File: config.mk
export PLATFORM = sky130hd
export DESIGN_NAME = irq_prio_ctrl
export DESIGN_NICKNAME = d
export VERILOG_FILES = /design/src/rtl/irq_prio_pkg.sv /design/src/rtl/irq_edge_capture.sv /design/src/rtl/irq_slot_map.sv /design/src/rtl/irq_pick.sv /design/src/rtl/irq_prio_ctrl.sv
export SDC_FILE = /design/constraint.sdc
export NUM_CORES = 1
export LEC_CHECK = 0
export BUFFER_PORTS_ARGS = -buffer_cell sky130_fd_sc_hd__buf_2
export CELL_PAD_IN_SITES_DETAIL_PLACEMENT = 0
export CELL_PAD_IN_SITES_GLOBAL_PLACEMENT = 1
export CORE_UTILIZATION = 24
export DETAILED_ROUTE_END_ITERATION = 10
export HOLD_SLACK_MARGIN = 0.02
export PLACE_DENSITY = 0.46
export SLEW_MARGIN = 20
export SYNTH_ARGS = -nofsm -noshare
export SYNTH_HDL_FRONTEND = slang
export SYNTH_SLANG_ARGS = --single-unit
File: constraint.sdc
create_clock -name clk -period 1.5 [get_ports clk]
set_input_delay 0.45 -clock clk [delete_from_list [all_inputs] [get_ports clk]]
set_output_delay 0.45 -clock clk [all_outputs]
set_load 0.01 [all_outputs]
File: src/rtl/irq_prio_pkg.sv
package irq_prio_pkg;
   // fixed vectors, in priority order
   localparam int unsigned VEC_RESET   = 0;
   localparam int unsigned VEC_EMU     = 1;
   localparam int unsigned VEC_KERNEL  = 2;
   localparam int unsigned VEC_PWRDN   = 3;
   localparam int unsigned VEC_STACK   = 4;
   localparam int unsigned FIXED_COUNT = 5;
   // vectors below this index ignore every enable bit
   localparam int unsigned UNMASKED    = 2;
   // register address map
   localparam int unsigned ADR_GEN     = 0;
   localparam int unsigned ADR_MASK    = 1;
   localparam int unsigned ADR_FIELD0  = 2;
endpackage

File: src/rtl/irq_edge_capture.sv
module irq_edge_capture #(
   parameter int unsigned W       = 8,
   parameter int unsigned SYNC_FF = 0
) (
   input  logic         clk,
   input  logic         rst_n,
   input  logic [W-1:0] lvl,
   output logic [W-1:0] rise
);
   logic [W-1:0] lvl_s;
   logic [W-1:0] prev_q;

   generate
      if (SYNC_FF == 0) begin : g_direct
         assign lvl_s = lvl;
      end else begin : g_sync
         logic [W-1:0] sync_q [SYNC_FF];
         always_ff @(posedge clk or negedge rst_n) begin
            if (!rst_n) begin
               for (int i = 0; i < int'(SYNC_FF); i++) sync_q[i] <= '0;
            end else begin
               sync_q[0] <= lvl;
               for (int i = 1; i < int'(SYNC_FF); i++) sync_q[i] <= sync_q[i-1];
            end
         end
         assign lvl_s = sync_q[SYNC_FF-1];
      end
   endgenerate

   always_ff @(posedge clk or negedge rst_n) begin
      if (!rst_n) prev_q <= '0;
      else        prev_q <= lvl_s;
   end

   assign rise = lvl_s & ~prev_q;

   // a line held high never reports a second edge
   p_no_repeat_r4: assert property (@(posedge clk) disable iff (!rst_n)
      rise != '0 |=> (rise & $past(rise)) == '0);
endmodule

File: src/rtl/irq_slot_map.sv
module irq_slot_map #(
   parameter int unsigned NUM_PERIPH = 8,
   parameter int unsigned NUM_SLOTS  = 12,
   parameter int unsigned FIELD_W    = 4,
   parameter int unsigned ADDR_W     = 4
) (
   input  logic                  clk,
   input  logic                  rst_n,
   input  logic                  wr_en,
   input  logic [ADDR_W-1:0]     wr_addr,
   input  logic [FIELD_W-1:0]    wr_field,
   input  logic [NUM_PERIPH-1:0] rise,
   output logic [NUM_SLOTS-1:0]  slot_hit
);
   import irq_prio_pkg::*;

   localparam logic [FIELD_W-1:0] OFF = '1;

   initial begin
      assert (NUM_SLOTS < (1 << FIELD_W))
         else $fatal(1, "slot field too narrow for NUM_SLOTS plus a disconnect code");
   end

   logic [FIELD_W-1:0] field_q [NUM_PERIPH];

   for (genvar k = 0; k < int'(NUM_PERIPH); k++) begin : g_field
      localparam logic [ADDR_W-1:0] MY_ADR = ADDR_W'(ADR_FIELD0 + k);
      always_ff @(posedge clk or negedge rst_n) begin
         if (!rst_n)                         field_q[k] <= OFF;
         else if (wr_en && wr_addr == MY_ADR) field_q[k] <= wr_field;
      end
   end

   for (genvar s = 0; s < int'(NUM_SLOTS); s++) begin : g_slot
      logic [NUM_PERIPH-1:0] hits;
      for (genvar k = 0; k < int'(NUM_PERIPH); k++) begin : g_src
         assign hits[k] = rise[k] && (field_q[k] == FIELD_W'(s));
      end
      assign slot_hit[s] = |hits;
   end

   // an edge on a disconnected peripheral reaches no slot
   p_disc_r3: assert property (@(posedge clk) disable iff (!rst_n)
      (rise[0] && field_q[0] >= FIELD_W'(NUM_SLOTS) && rise[NUM_PERIPH-1:1] == '0)
      |-> slot_hit == '0);
endmodule

File: src/rtl/irq_pick.sv
module irq_pick #(
   parameter int unsigned N     = 17,
   parameter int unsigned VEC_W = 5
) (
   input  logic [N-1:0]     elig,
   output logic             any,
   output logic [VEC_W-1:0] idx
);
   initial begin
      assert ((1 << VEC_W) >= N) else $fatal(1, "vector width too small");
   end

   always_comb begin
      any = |elig;
      idx = '0;
      for (int i = int'(N) - 1; i >= 0; i--) begin
         if (elig[i]) idx = VEC_W'(i);
      end
   end
endmodule

File: src/rtl/irq_prio_ctrl.sv
module irq_prio_ctrl #(
   parameter int unsigned NUM_PERIPH = 8,
   parameter int unsigned NUM_SLOTS  = 12,
   parameter int unsigned FIELD_W    = 4,
   parameter int unsigned SYNC_FF    = 0,
   parameter int unsigned NUM_FIXED  = irq_prio_pkg::FIXED_COUNT,
   // derived, leave at default
   parameter int unsigned NUM_VEC    = NUM_FIXED + NUM_SLOTS,
   parameter int unsigned VEC_W      = $clog2(NUM_VEC),
   parameter int unsigned ADDR_W     = $clog2(irq_prio_pkg::ADR_FIELD0 + NUM_PERIPH)
) (
   input  logic                  clk,
   input  logic                  rst_n,
   input  logic [NUM_FIXED-1:0]  sys_irq,
   input  logic [NUM_PERIPH-1:0] periph_irq,
   input  logic                  wr_en,
   input  logic [ADDR_W-1:0]     wr_addr,
   input  logic [NUM_VEC-1:0]    wr_data,
   input  logic                  irq_ack,
   output logic                  irq_req,
   output logic [VEC_W-1:0]      irq_vec
);
   import irq_prio_pkg::*;

   localparam int unsigned NUM_SRC = NUM_FIXED + NUM_PERIPH;

   initial begin
      assert (NUM_FIXED == FIXED_COUNT) else $fatal(1, "fixed source count is set by the package");
      assert (NUM_VEC == NUM_FIXED + NUM_SLOTS) else $fatal(1, "NUM_VEC must not be overridden");
   end

   logic [NUM_SRC-1:0]   src_rise;
   logic [NUM_SLOTS-1:0] slot_hit;
   logic [NUM_VEC-1:0]   vec_set, vec_clr, allow, elig, pend_q, mask_q;
   logic                 gen_q, req_q, pick_any, take;
   logic [VEC_W-1:0]     vec_q, pick_idx;

   irq_edge_capture #(.W(NUM_SRC), .SYNC_FF(SYNC_FF)) u_edge (
      .clk(clk), .rst_n(rst_n), .lvl({periph_irq, sys_irq}), .rise(src_rise));

   irq_slot_map #(.NUM_PERIPH(NUM_PERIPH), .NUM_SLOTS(NUM_SLOTS),
                  .FIELD_W(FIELD_W), .ADDR_W(ADDR_W)) u_map (
      .clk(clk), .rst_n(rst_n), .wr_en(wr_en), .wr_addr(wr_addr),
      .wr_field(wr_data[FIELD_W-1:0]), .rise(src_rise[NUM_SRC-1:NUM_FIXED]),
      .slot_hit(slot_hit));

   assign vec_set = {slot_hit, src_rise[NUM_FIXED-1:0]};

   // enable registers
   always_ff @(posedge clk or negedge rst_n) begin
      if (!rst_n) begin
         gen_q  <= 1'b0;
         mask_q <= '0;
      end else if (wr_en) begin
         if (wr_addr == ADDR_W'(ADR_GEN))  gen_q  <= wr_data[0];
         if (wr_addr == ADDR_W'(ADR_MASK)) mask_q <= wr_data;
      end
   end

   for (genvar i = 0; i < int'(NUM_VEC); i++) begin : g_allow
      if (i < int'(UNMASKED)) begin : g_fixed
         assign allow[i] = 1'b1;
      end else begin : g_gated
         assign allow[i] = mask_q[i] & gen_q;
      end
   end

   assign elig = pend_q & allow;

   irq_pick #(.N(NUM_VEC), .VEC_W(VEC_W)) u_pick (
      .elig(elig), .any(pick_any), .idx(pick_idx));

   assign take = irq_ack & req_q;

   always_comb begin
      vec_clr = '0;
      if (take) vec_clr[vec_q] = 1'b1;
   end

   always_ff @(posedge clk or negedge rst_n) begin
      if (!rst_n) begin
         pend_q <= '0;
         req_q  <= 1'b0;
         vec_q  <= '0;
      end else begin
         pend_q <= (pend_q & ~vec_clr) | vec_set;
         if (take) begin
            req_q <= 1'b0;
         end else if (!irq_ack) begin
            req_q <= pick_any;
            if (pick_any) vec_q <= pick_idx;
         end
      end
   end

   assign irq_req = req_q;
   assign irq_vec = vec_q;

   // presented vector holds across an acknowledge, request drops
   p_ack_hold_r7: assert property (@(posedge clk) disable iff (!rst_n)
      take |=> (!irq_req && $stable(irq_vec)));
   // acknowledged vector is retired unless it fired again
   p_ack_clear_r7: assert property (@(posedge clk) disable iff (!rst_n)
      (take && !vec_set[vec_q]) |=> !pend_q[$past(vec_q)]);
   // top vector is presented regardless of enables
   p_top_r5: assert property (@(posedge clk) disable iff (!rst_n)
      (pend_q[VEC_RESET] && !irq_ack) |=> (irq_req && irq_vec == VEC_W'(VEC_RESET)));
   // acknowledge without a request changes nothing presented
   p_idle_ack_r9: assert property (@(posedge clk) disable iff (!rst_n)
      (irq_ack && !irq_req) |=> (!irq_req && $stable(irq_vec)));
   // presented vector is always a legal number
   p_range_r2: assert property (@(posedge clk) disable iff (!rst_n)
      irq_req |-> irq_vec < VEC_W'(NUM_VEC));
endmodule

==> impl_metrics.yaml, run 1 <==
synthesis:
  ys_types: 54
  synth_edf_count: 0
  yosys_warnings: 0
  post-synth-top-area-fraction_pct: 29.46
  synthMostInstantiatedCell: "dfrtp_1"
  syn_inst: 409
  synthTopCellsByArea: "dfrtp_1 (29%), dfstp_2 (19%), mux2_2 (12%)"
  ys_seq_elements: 84
  synthFlopType: "dfrtp_1"
  avgSynthCellArea_um2: 10.80
  synthTopCellsByCount: "dfrtp_1 (52), mux2_2 (46), dfstp_2 (32), o21ai_0 (31), nand2_1 (28)"
  syn-num-nets: 447
  netlist_area_um2: 4417
  ys_seq_area_share_pct: 48.50
  async_flop_share_pct: 100.0
  synth_top_cell_by_area: "dfrtp_1"
worst_setup_path:
  worstPathCellList: "a22oi_2 > o21ai_2 > a2111oi_4 > a21oi_4 > mux2_4"
  critPathBufInv: 0
  cpPeakStageDelay_ns: 0.42
  path_depth: 5
  required_ns: 1.74
  cp-start-kind: "flop"
  critical-path-top-delay-family: "compound AO/OA/AOI/OAI gates"
  rrSetupSlack_ns: -0.19
  reg2reg_from: "pend_q[3]"
  endpoint_kind: "flop"
  rr_worst_depth: 5
  crit_arrival_ns: 1.93
  critPathKind: "reg2reg"
  slowest_stage: "dfrtp_1"
  path_max_fanout: 4
  r2r-end: "irq_vec[2]"
place:
  routabilityCongestion: 0.8806
  portBuffers: 43
  dp_hpwl_um: 12050
run:
  max_cap_viol_count: 0
clock_tree:
  cts_buffers: 9
  cts.sinks: 84
  cts_tree: "yes"
  clk-insertion-delay-late_ns: 0.35
  clk_path_buf_depth: 2
  clk_pin_slew_ns: 0.07
  root_buffer: "clkbuf_16"
  htree_num_levels: 3
global_routing:
  grt_max_degree: 30
  antenna_found_initial: 0
  use_met3_pct: 2.318
  grt_use_total_pct: 17.31
  grt_overflow: 0
  grt_use_met2_pct: 28.11
  busiest_layer: "met2"
  grt_pass1_wl_um: 23690
  grt_pass1_vias: 4105
  globalRouteMet1Util_pct: 23.03
routing:
  wl_per_cell_um: 18.67
  dr.pass1.iters: 4
  drt-initial-drc-count: 178
  vias: 3930
  wl_um: 15200
  via_per_inst: 4.828
  ant_nets: 0
  drc: 0
sta:
  holdWs_ns: 0.2154
  finalSetupViolCount: 10
  slew_headroom_pct: 73.11
  min_period_ns: 1.688
  tightest_slew_ns: 0.4018
  fmax_mhz: 592.3
  post-route-period-util_pct: 112.6
  final.setup_skew_ns: 0.007465
  rsz0062_at_grt: "yes"
  setup_slack_ns: -0.1884
  final-hold-violation-count: 0
  drv_slew: 0
layout:
  postLayoutCoreUtil_pct: 37.71
  drive_gt1_share_pct: 59.49
  diodes: 0
  nNetsFinal: 618
  area_growth_pct: 53.91
status:
  violations: "setup timing"
  status: "finished, violations left"
floorplanning:
  initial_core_util_pct: 24.50
  core_area_um2: 18020
  dieWidth_um: 137.7
  dieArea_um2: 18950
  die_h_um: 137.7
  rows: 49
  ios: 44
hold_path:
  holdPathStages: 1
  hp-class: "in2reg"
  worstHoldStart: "sys_irq[3]"
  hold_end: "u_edge.prev_q[3]"
power:
  leakage_nw: 2.733
  powerDensity_nw_per_um2: 1268
  ir_drop_mv: 0.6208
==> where the power goes <==
part | switching, W | internal (W) | total (W)
clock | 0.000988 | 0.00135 | 0.00234
combinational | 0.00142 | 0.00163 | 0.00304
sequential | 0.000405 | 0.00283 | 0.00324
==> final cells by class <==
class	instances	area, um2
multi-input cells	301	2701
clock buffers	10	239.0
flip-flops and latches	84	2142
inverters	12	47.55
clock inverters	6	72.57
repair buffers	172	1309
fillers	1845	11230
well taps	229	286.5
==> through the flow <==
stage	setup TNS (ns)	worst slack, ns	instance area, um2	std cells	total power [W]
2_1_floorplan	-0.2410	-0.1179	4446	409	0.004423
3_3_place_gp	-7.938	-0.5298	5859	791	0.005867
3_5_place_dp	-8.313	-0.5069	5859	791	0.005885
4_1_cts	-1.140	-0.1826	6556	813	0.008540
5_1_grt	-1.918	-0.2535	6798	814	0.009130
6_report	-0.9642	-0.1884	6798	814	0.008620
==> per-layer routing <==
layer	up-vias	share of wire, %
met3	21	3.3
met5	-	0
met1	1951	46
met2	69	48
met4	0	2.6
li1	1889	-
==> timing repair <==
action / 4_1_cts / 5_1_grt
hold buffers: 1 / 0
pin swaps: 31 / 28
endpoints found under the setup margin: 17 / 23
buffers inserted: 6 / 6
gates resized for setup: 65 / 45
hold endpoints to repair: 13 / 0
==> placed cells by master (no fill, tap or decap), types with 10 or more instances in the layout <==
| cell type | Yosys | layout |
|---|---|---|
| buf_4 | 0 | 108 |
| dfrtp_1 | 52 | 52 |
| mux2_2 | 46 | 46 |
| buf_2 | 1 | 41 |
| dfstp_2 | 32 | 32 |
| nor2_1 | 25 | 25 |
| o21ai_0 | 31 | 24 |
| nand2_1 | 28 | 23 |
| buf_6 | 0 | 18 |
| nand2b_1 | 21 | 16 |
| nand3_1 | 17 | 14 |
| nand3b_1 | 12 | 12 |
| nor3_2 | 0 | 12 |
| inv_1 | 11 | 11 |
| o22ai_1 | 15 | 10 |
==> worst register-to-register path: stages (launching register included) <==
cell	delay (ns)
dfrtp_1	0.42
a22oi_2	0.23
o21ai_2	0.11
a2111oi_4	0.38
a21oi_4	0.14
mux2_4	0.31
==> logic make-up after synthesis <==
| group | after synthesis | share of synthesized area [%] |
|---|---|---|
| mux | 49 | 12.63 |
| buf+inv | 24 | 2.068 |
| simple gates | 163 | 21.19 |
| compound gates | 89 | 15.61 |
| flops | 84 | 48.50 |
==> worst max path at each step <==
| stage | start | to | slack [ns] |
|---|---|---|---|
| after global routing | mask_q[3] | irq_vec[2] | -0.25 |
| after global placement | periph_irq[0] | pend_q[13] | -0.53 |
| final | pend_q[3] | irq_vec[2] | -0.19 |
| after detailed placement | periph_irq[0] | pend_q[13] | -0.51 |
| after floorplan | pend_q[7] | irq_vec[2] | -0.12 |
| after CTS | mask_q[13] | irq_vec[0] | -0.18 |
==> registers in the layout, indices dropped and copies added, names as in the netlist <==
signal / count
u_map.field_q: 32
gen_q: 1
u_edge.prev_q: 13
mask_q: 15
irq_req: 1
pend_q: 17
irq_vec: 5
Note: power is estimated with default switching activity, not from simulation.
==> inputs of run 2 (changes only) <==
Settings changed: PLACE_DENSITY 0.46 to 0.44.
Clock period 1.5 ns to 1.83 ns, I/O delays scaled along.
==> impl_metrics.yaml, run 2 (same netlist as run 1, synthesis figures left out) <==
clock_tree:
  clk_pin_slew_ns: 0.06
  clk-insertion-delay-late_ns: 0.35
  cts_setup_buffers: 0
  root_buffer: "clkbuf_16"
  cts_tree: "yes"
  cts_buffers: 9
  clk_path_buf_depth: 2
  cts_hold_buf: 0
  cts.sinks: 84
  htree_num_levels: 3
sta:
  slew_headroom_pct: 55.67
  finalSetupViolCount: 0
  rsz0062_at_grt: "no"
  drv_slew: 0
  final.setup_skew_ns: 0.005541
  final-hold-violation-count: 0
  fmax_mhz: 569.2
  post-route-period-util_pct: 96.01
  tightest_slew_ns: 0.6555
  min_period_ns: 1.757
layout:
  fillers: 1907
  top_register: "u_map.field_q"
  nNetsFinal: 541
  top_regs: "u_map.field_q: 32 flops, pend_q: 17 flops, mask_q: 15 flops"
  final_common_cell: "dfrtp_1"
  fin_cells: 737
  stdcell_area_um2: 5628
  multiInputGateArea_um2: 2218
  diodes: 0
  postLayoutCoreUtil_pct: 31.22
  regArea_um2: 2142
  drive_gt1_share_pct: 42.32
  largest_reg_flops: 32
  layout_common_cells: "dfrtp_1 (52), buf_4 (51), mux2_2 (46)"
  area_growth_pct: 27.42
status:
  status: "finished, final reports clean"
global_routing:
  grt_max_degree: 85
  grt_pass1_vias: 3717
  grt_pass1_wl_um: 22160
  grt_use_total_pct: 16.27
  grt_overflow: 0
  antenna_found_initial: 0
routing:
  dr.pass1.iters: 5
  drc: 0
  drt-initial-drc-count: 200
  vias: 3660
  wl_um: 14290
  via_per_inst: 4.966
  wl_per_cell_um: 19.39
  ant_nets: 0
worst_setup_path:
  crit_arrival_ns: 2.04
  required_ns: 2.11
  cpPeakStageDelay_ns: 0.55
  critPathKind: "reg2reg"
  cp-start-kind: "flop"
  slowest_stage: "dfstp_2"
  worstPathCellList: "or4bb_1 > buf_4 > o21ai_1 > a2111oi_2 > nand3_1"
  endpoint_kind: "flop"
  path_max_fanout: 4
floorplanning:
  rows: 49
  initial_core_util_pct: 24.50
  dieWidth_um: 137.7
  ios: 44
  die_h_um: 137.7
  dieArea_um2: 18950
  core_area_um2: 18020
place:
  routabilityCongestion: 0.8962
  place_area_um2: 5290
  portBuffers: 43
  dp_hpwl_um: 11300
  post-place-cells: 721
power:
  powerDensity_nw_per_um2: 1103
  leakage_nw: 2.181
  finalPower_w: 0.006208
  ir_drop_mv: 0.4336
run:
  max_cap_viol_count: 0
hold_path:
  hp-class: "in2async"
## run 2: cell types whose count changed in the layout (fill, tap and decap cells not counted), moves of 6 or more
cell and delta:
nor3_1 +13, nor3_2 -11, o21ai_0 +6, buf_6 -18, buf_4 -57
## run 2: worst paths after layout
| path | from | endpoint | slack [ns] | cells past startpoint |
|---|---|---|---|---|
| min | rst_n | pend_q[1] | 0.23 | 2 |
| max | u_map.field_q[15] | pend_q[14] | 0.07 | 5 |
| min reg2reg | u_edge.prev_q[1] | pend_q[1] | 0.41 | 1 |
| max in group asynchronous | rst_n | u_map.field_q[21] | 1.21 | 2 |
| max reg2reg | u_map.field_q[15] | pend_q[14] | 0.07 | 5 |
| min in group clk | sys_irq[3] | u_edge.prev_q[3] | 0.32 | 1 |
## run 2: area by class of cell
type                       count  area share [%]
tap                          229           5.091
inverter                      12          0.8004
multi-input combinational    301           39.42
clock buffer                  10           4.246
sequential                    84           38.06
timing repair buffer          95           11.25
clock inverter                 6           1.134
## run 2: power breakdown
part	internal (W)	switching [W]	leakage, nW	total [W]
registers	0.00233	0.000398	0.918	0.00272
logic	0.000807	0.000819	1.12	0.00163
clock network	0.00109	0.000767	0.144	0.00186
## run 2: through the flow
step	setup WS (ns)	TNS [ns]	hold slack [ns]
floorplan	0.1482	0	0.2534
global placement	-0.2946	-0.9631	0.4124
detailed placement	-0.1937	-0.9263	0.4137
CTS	0.002164	0	0.2450
global route	0.007470	0	0.2684
finish	0.07303	0	0.2287
## run 2: timing repair
item | 4_1_cts | 5_1_grt
setup endpoints to repair | 8 | 4
pin swaps | 1 | 0
gates resized for setup | 4 | 4
## run 2: critical path: cells and delay by family (launching register included)
family	cells	cell delay [ns]
buffers and inverters	1	0.17
AOI/OAI and AO/OA	2	0.30
and+or+nand+nor	2	0.66
DFF	1	0.55
## run 2: per-layer routing
layer / routed length, um / vias to the layer above / global-route usage (%)
li1: - / 1736 / -
met1: 6754 / 1830 / 21.26
met2: 6784 / 77 / 26.77
met3: 462 / 17 / 2.980
met4: 288 / 0 / 5.617
met5: 0 / - / 0
==> inputs of run 3 (changes only) <==
Settings changed: ABC_AREA set to 1, PLACE_DENSITY 0.44 to 0.46.
==> impl_metrics.yaml, run 3 <==
worst_setup_path:
  worstPathCellList: "inv_1 > nor4_1 > a221oi_1 > buf_4 > nand3_1"
  cp-start-kind: "flop"
  path_max_fanout: 4
  critPathKind: "reg2reg"
  crit_arrival_ns: 1.99
  required_ns: 2.11
  cpPeakStageDelay_ns: 0.62
  slowest_stage: "nor4_1"
  endpoint_kind: "flop"
place:
  pre_cts_ws_ns: -0.3001
  portBuffers: 43
  routabilityCongestion: 0.8781
  place_area_um2: 4976
  post-place-cells: 797
  dp_hpwl_um: 10800
floorplanning:
  dieWidth_um: 136.0
  rows: 48
  core_area_um2: 17420
  initial_core_util_pct: 24.74
  die_h_um: 136.0
  dieArea_um2: 18490
  ios: 44
synthesis:
  post-synth-top-area-fraction_pct: 30.20
  synthTopCellsByArea: "dfrtp_1 (30%), dfstp_2 (20%), nand2_1 (8.1%)"
  async_flop_share_pct: 100.0
  synthTopCellsByCount: "nand2_1 (93), inv_1 (78), o21ai_0 (56), dfrtp_1 (52), nor2_1 (45)"
  yosys_warnings: 0
  synth_edf_count: 0
  ys_seq_elements: 84
  netlist_area_um2: 4309
  synthFlopType: "dfrtp_1"
  synthMostInstantiatedCell: "nand2_1"
  avgSynthCellArea_um2: 8.433
  synth_top_cell_by_area: "dfrtp_1"
  syn_inst: 511
  ys_types: 37
  ys_seq_area_share_pct: 49.71
  syn-num-nets: 549
layout:
  diodes: 0
  drive_gt1_share_pct: 25.34
  largest_reg_flops: 32
  fin_cells: 813
  layout_common_cells: "nand2_1 (93), inv_1 (78), o21ai_0 (54)"
  fillers: 1903
  top_regs: "u_map.field_q: 32 flops, pend_q: 17 flops, mask_q: 15 flops"
  multiInputGateArea_um2: 1839
  regArea_um2: 2143
  top_register: "u_map.field_q"
  stdcell_area_um2: 5335
  area_growth_pct: 23.81
  nNetsFinal: 621
  final_common_cell: "nand2_1"
sta:
  tightest_slew_ns: 0.8112
  min_period_ns: 1.703
  fmax_mhz: 587.4
  holdWs_ns: 0.1307
  final.setup_skew_ns: 0.009315
  setup_slack_ns: 0.1274
  final-hold-violation-count: 0
  finalSetupViolCount: 0
  drv_slew: 0
  slew_headroom_pct: 45.42
  post-route-period-util_pct: 93.04
routing:
  wl_per_cell_um: 16.77
  ant_nets: 0
  vias: 3795
  dr.pass1.iters: 5
  drc: 0
  wl_um: 13640
  drt-initial-drc-count: 183
  via_per_inst: 4.668
clock_tree:
  clk-insertion-delay-late_ns: 0.35
  cts_hold_buf: 0
  clk_pin_slew_ns: 0.07
  cts_buffers: 9
  clk_path_buf_depth: 2
  cts_tree: "yes"
  root_buffer: "clkbuf_16"
  htree_num_levels: 3
  cts.sinks: 84
power:
  powerDensity_nw_per_um2: 1124
  finalPower_w: 0.005996
  ir_drop_mv: 0.4239
  leakage_nw: 2.300
global_routing:
  grt_max_degree: 33
  antenna_found_initial: 0
  grt_overflow: 0
  grt_use_total_pct: 15.95
  grt_pass1_vias: 3713
  grt_pass1_wl_um: 21470
status:
  status: "finished, final reports clean"
run:
  max_cap_viol_count: 0
hold_path:
  hp-class: "in2async"
==> run 3: cell types whose count changed in the layout (fill, tap and decap cells not counted), sizes merged, moves of 27 or more <==
cell	delta
inv	+73
nand2	+68
mux2	-35
buf	-31
o21ai	+29
nand3	+27
==> run 3: where the power goes <==
| group | internal [W] | switching, W | total (W) |
|---|---|---|---|
| clock | 0.00128 | 0.000783 | 0.00206 |
| combinational | 0.000495 | 0.000857 | 0.00135 |
| sequential | 0.00228 | 0.000300 | 0.00259 |
==> run 3: layer usage <==
layer  global-route usage [%]  vias up  routed length, um
met5                        0        -                  0
met4                    5.000        0                199
met3                    2.871       14                514
met2                    25.82       84               6434
met1                    21.47     1809               6488
li1                         -     1888                  -
==> run 3: stage by stage <==
step | setup TNS [ns] | utilization (%)
floorplan | 0 | -
global placement | -0.8431 | 28.57
detailed placement | -0.7816 | 28.57
CTS | -0.01693 | 30.55
global route | -0.01692 | 30.63
finish | 0 | 30.63
==> run 3: layout make-up <==
type	instances	share of cell area [%]
Tap cell	225	5.277
Clock inverter	5	1.548
Inverter	84	6.051
Clock buffer	11	4.737
Multi-Input combinational cell	340	34.47
Sequential cell	84	40.17
Timing Repair Buffer	64	7.739
==> run 3: worst paths after layout <==
| path | end | start | slack [ns] | cells past startpoint |
|---|---|---|---|---|
| max | pend_q[14] | u_map.field_q[11] | 0.13 | 5 |
| min | mask_q[14] | rst_n | 0.13 | 1 |
| max reg2reg | pend_q[14] | u_map.field_q[11] | 0.13 | 5 |
| min reg2reg | pend_q[3] | u_edge.prev_q[3] | 0.42 | 1 |
| max in group asynchronous | u_map.field_q[12] | rst_n | 1.11 | 2 |
| min in group clk | u_edge.prev_q[5] | periph_irq[0] | 0.32 | 1 |
==> run 3: logic make-up after synthesis <==
family | synth area share [%]
AOI/OAI and AO/OA | 15.85
buffers and inverters | 8.130
and+or+nand+nor | 22.91
DFF | 49.71
muxes | 3.397
==> run 3: what timing repair did <==
action / CTS / global route
resized for setup: 3 / 5
setup buffers: 0 / 0
endpoints found under the setup margin: 2 / 5
==> run 3: worst max-delay path, delay by kind of cell, from the launching register on <==
kind	cells	cell delay, ns
compound gates	1	0.21
simple gates	2	0.67
buf+inv	2	0.24
flops	1	0.52
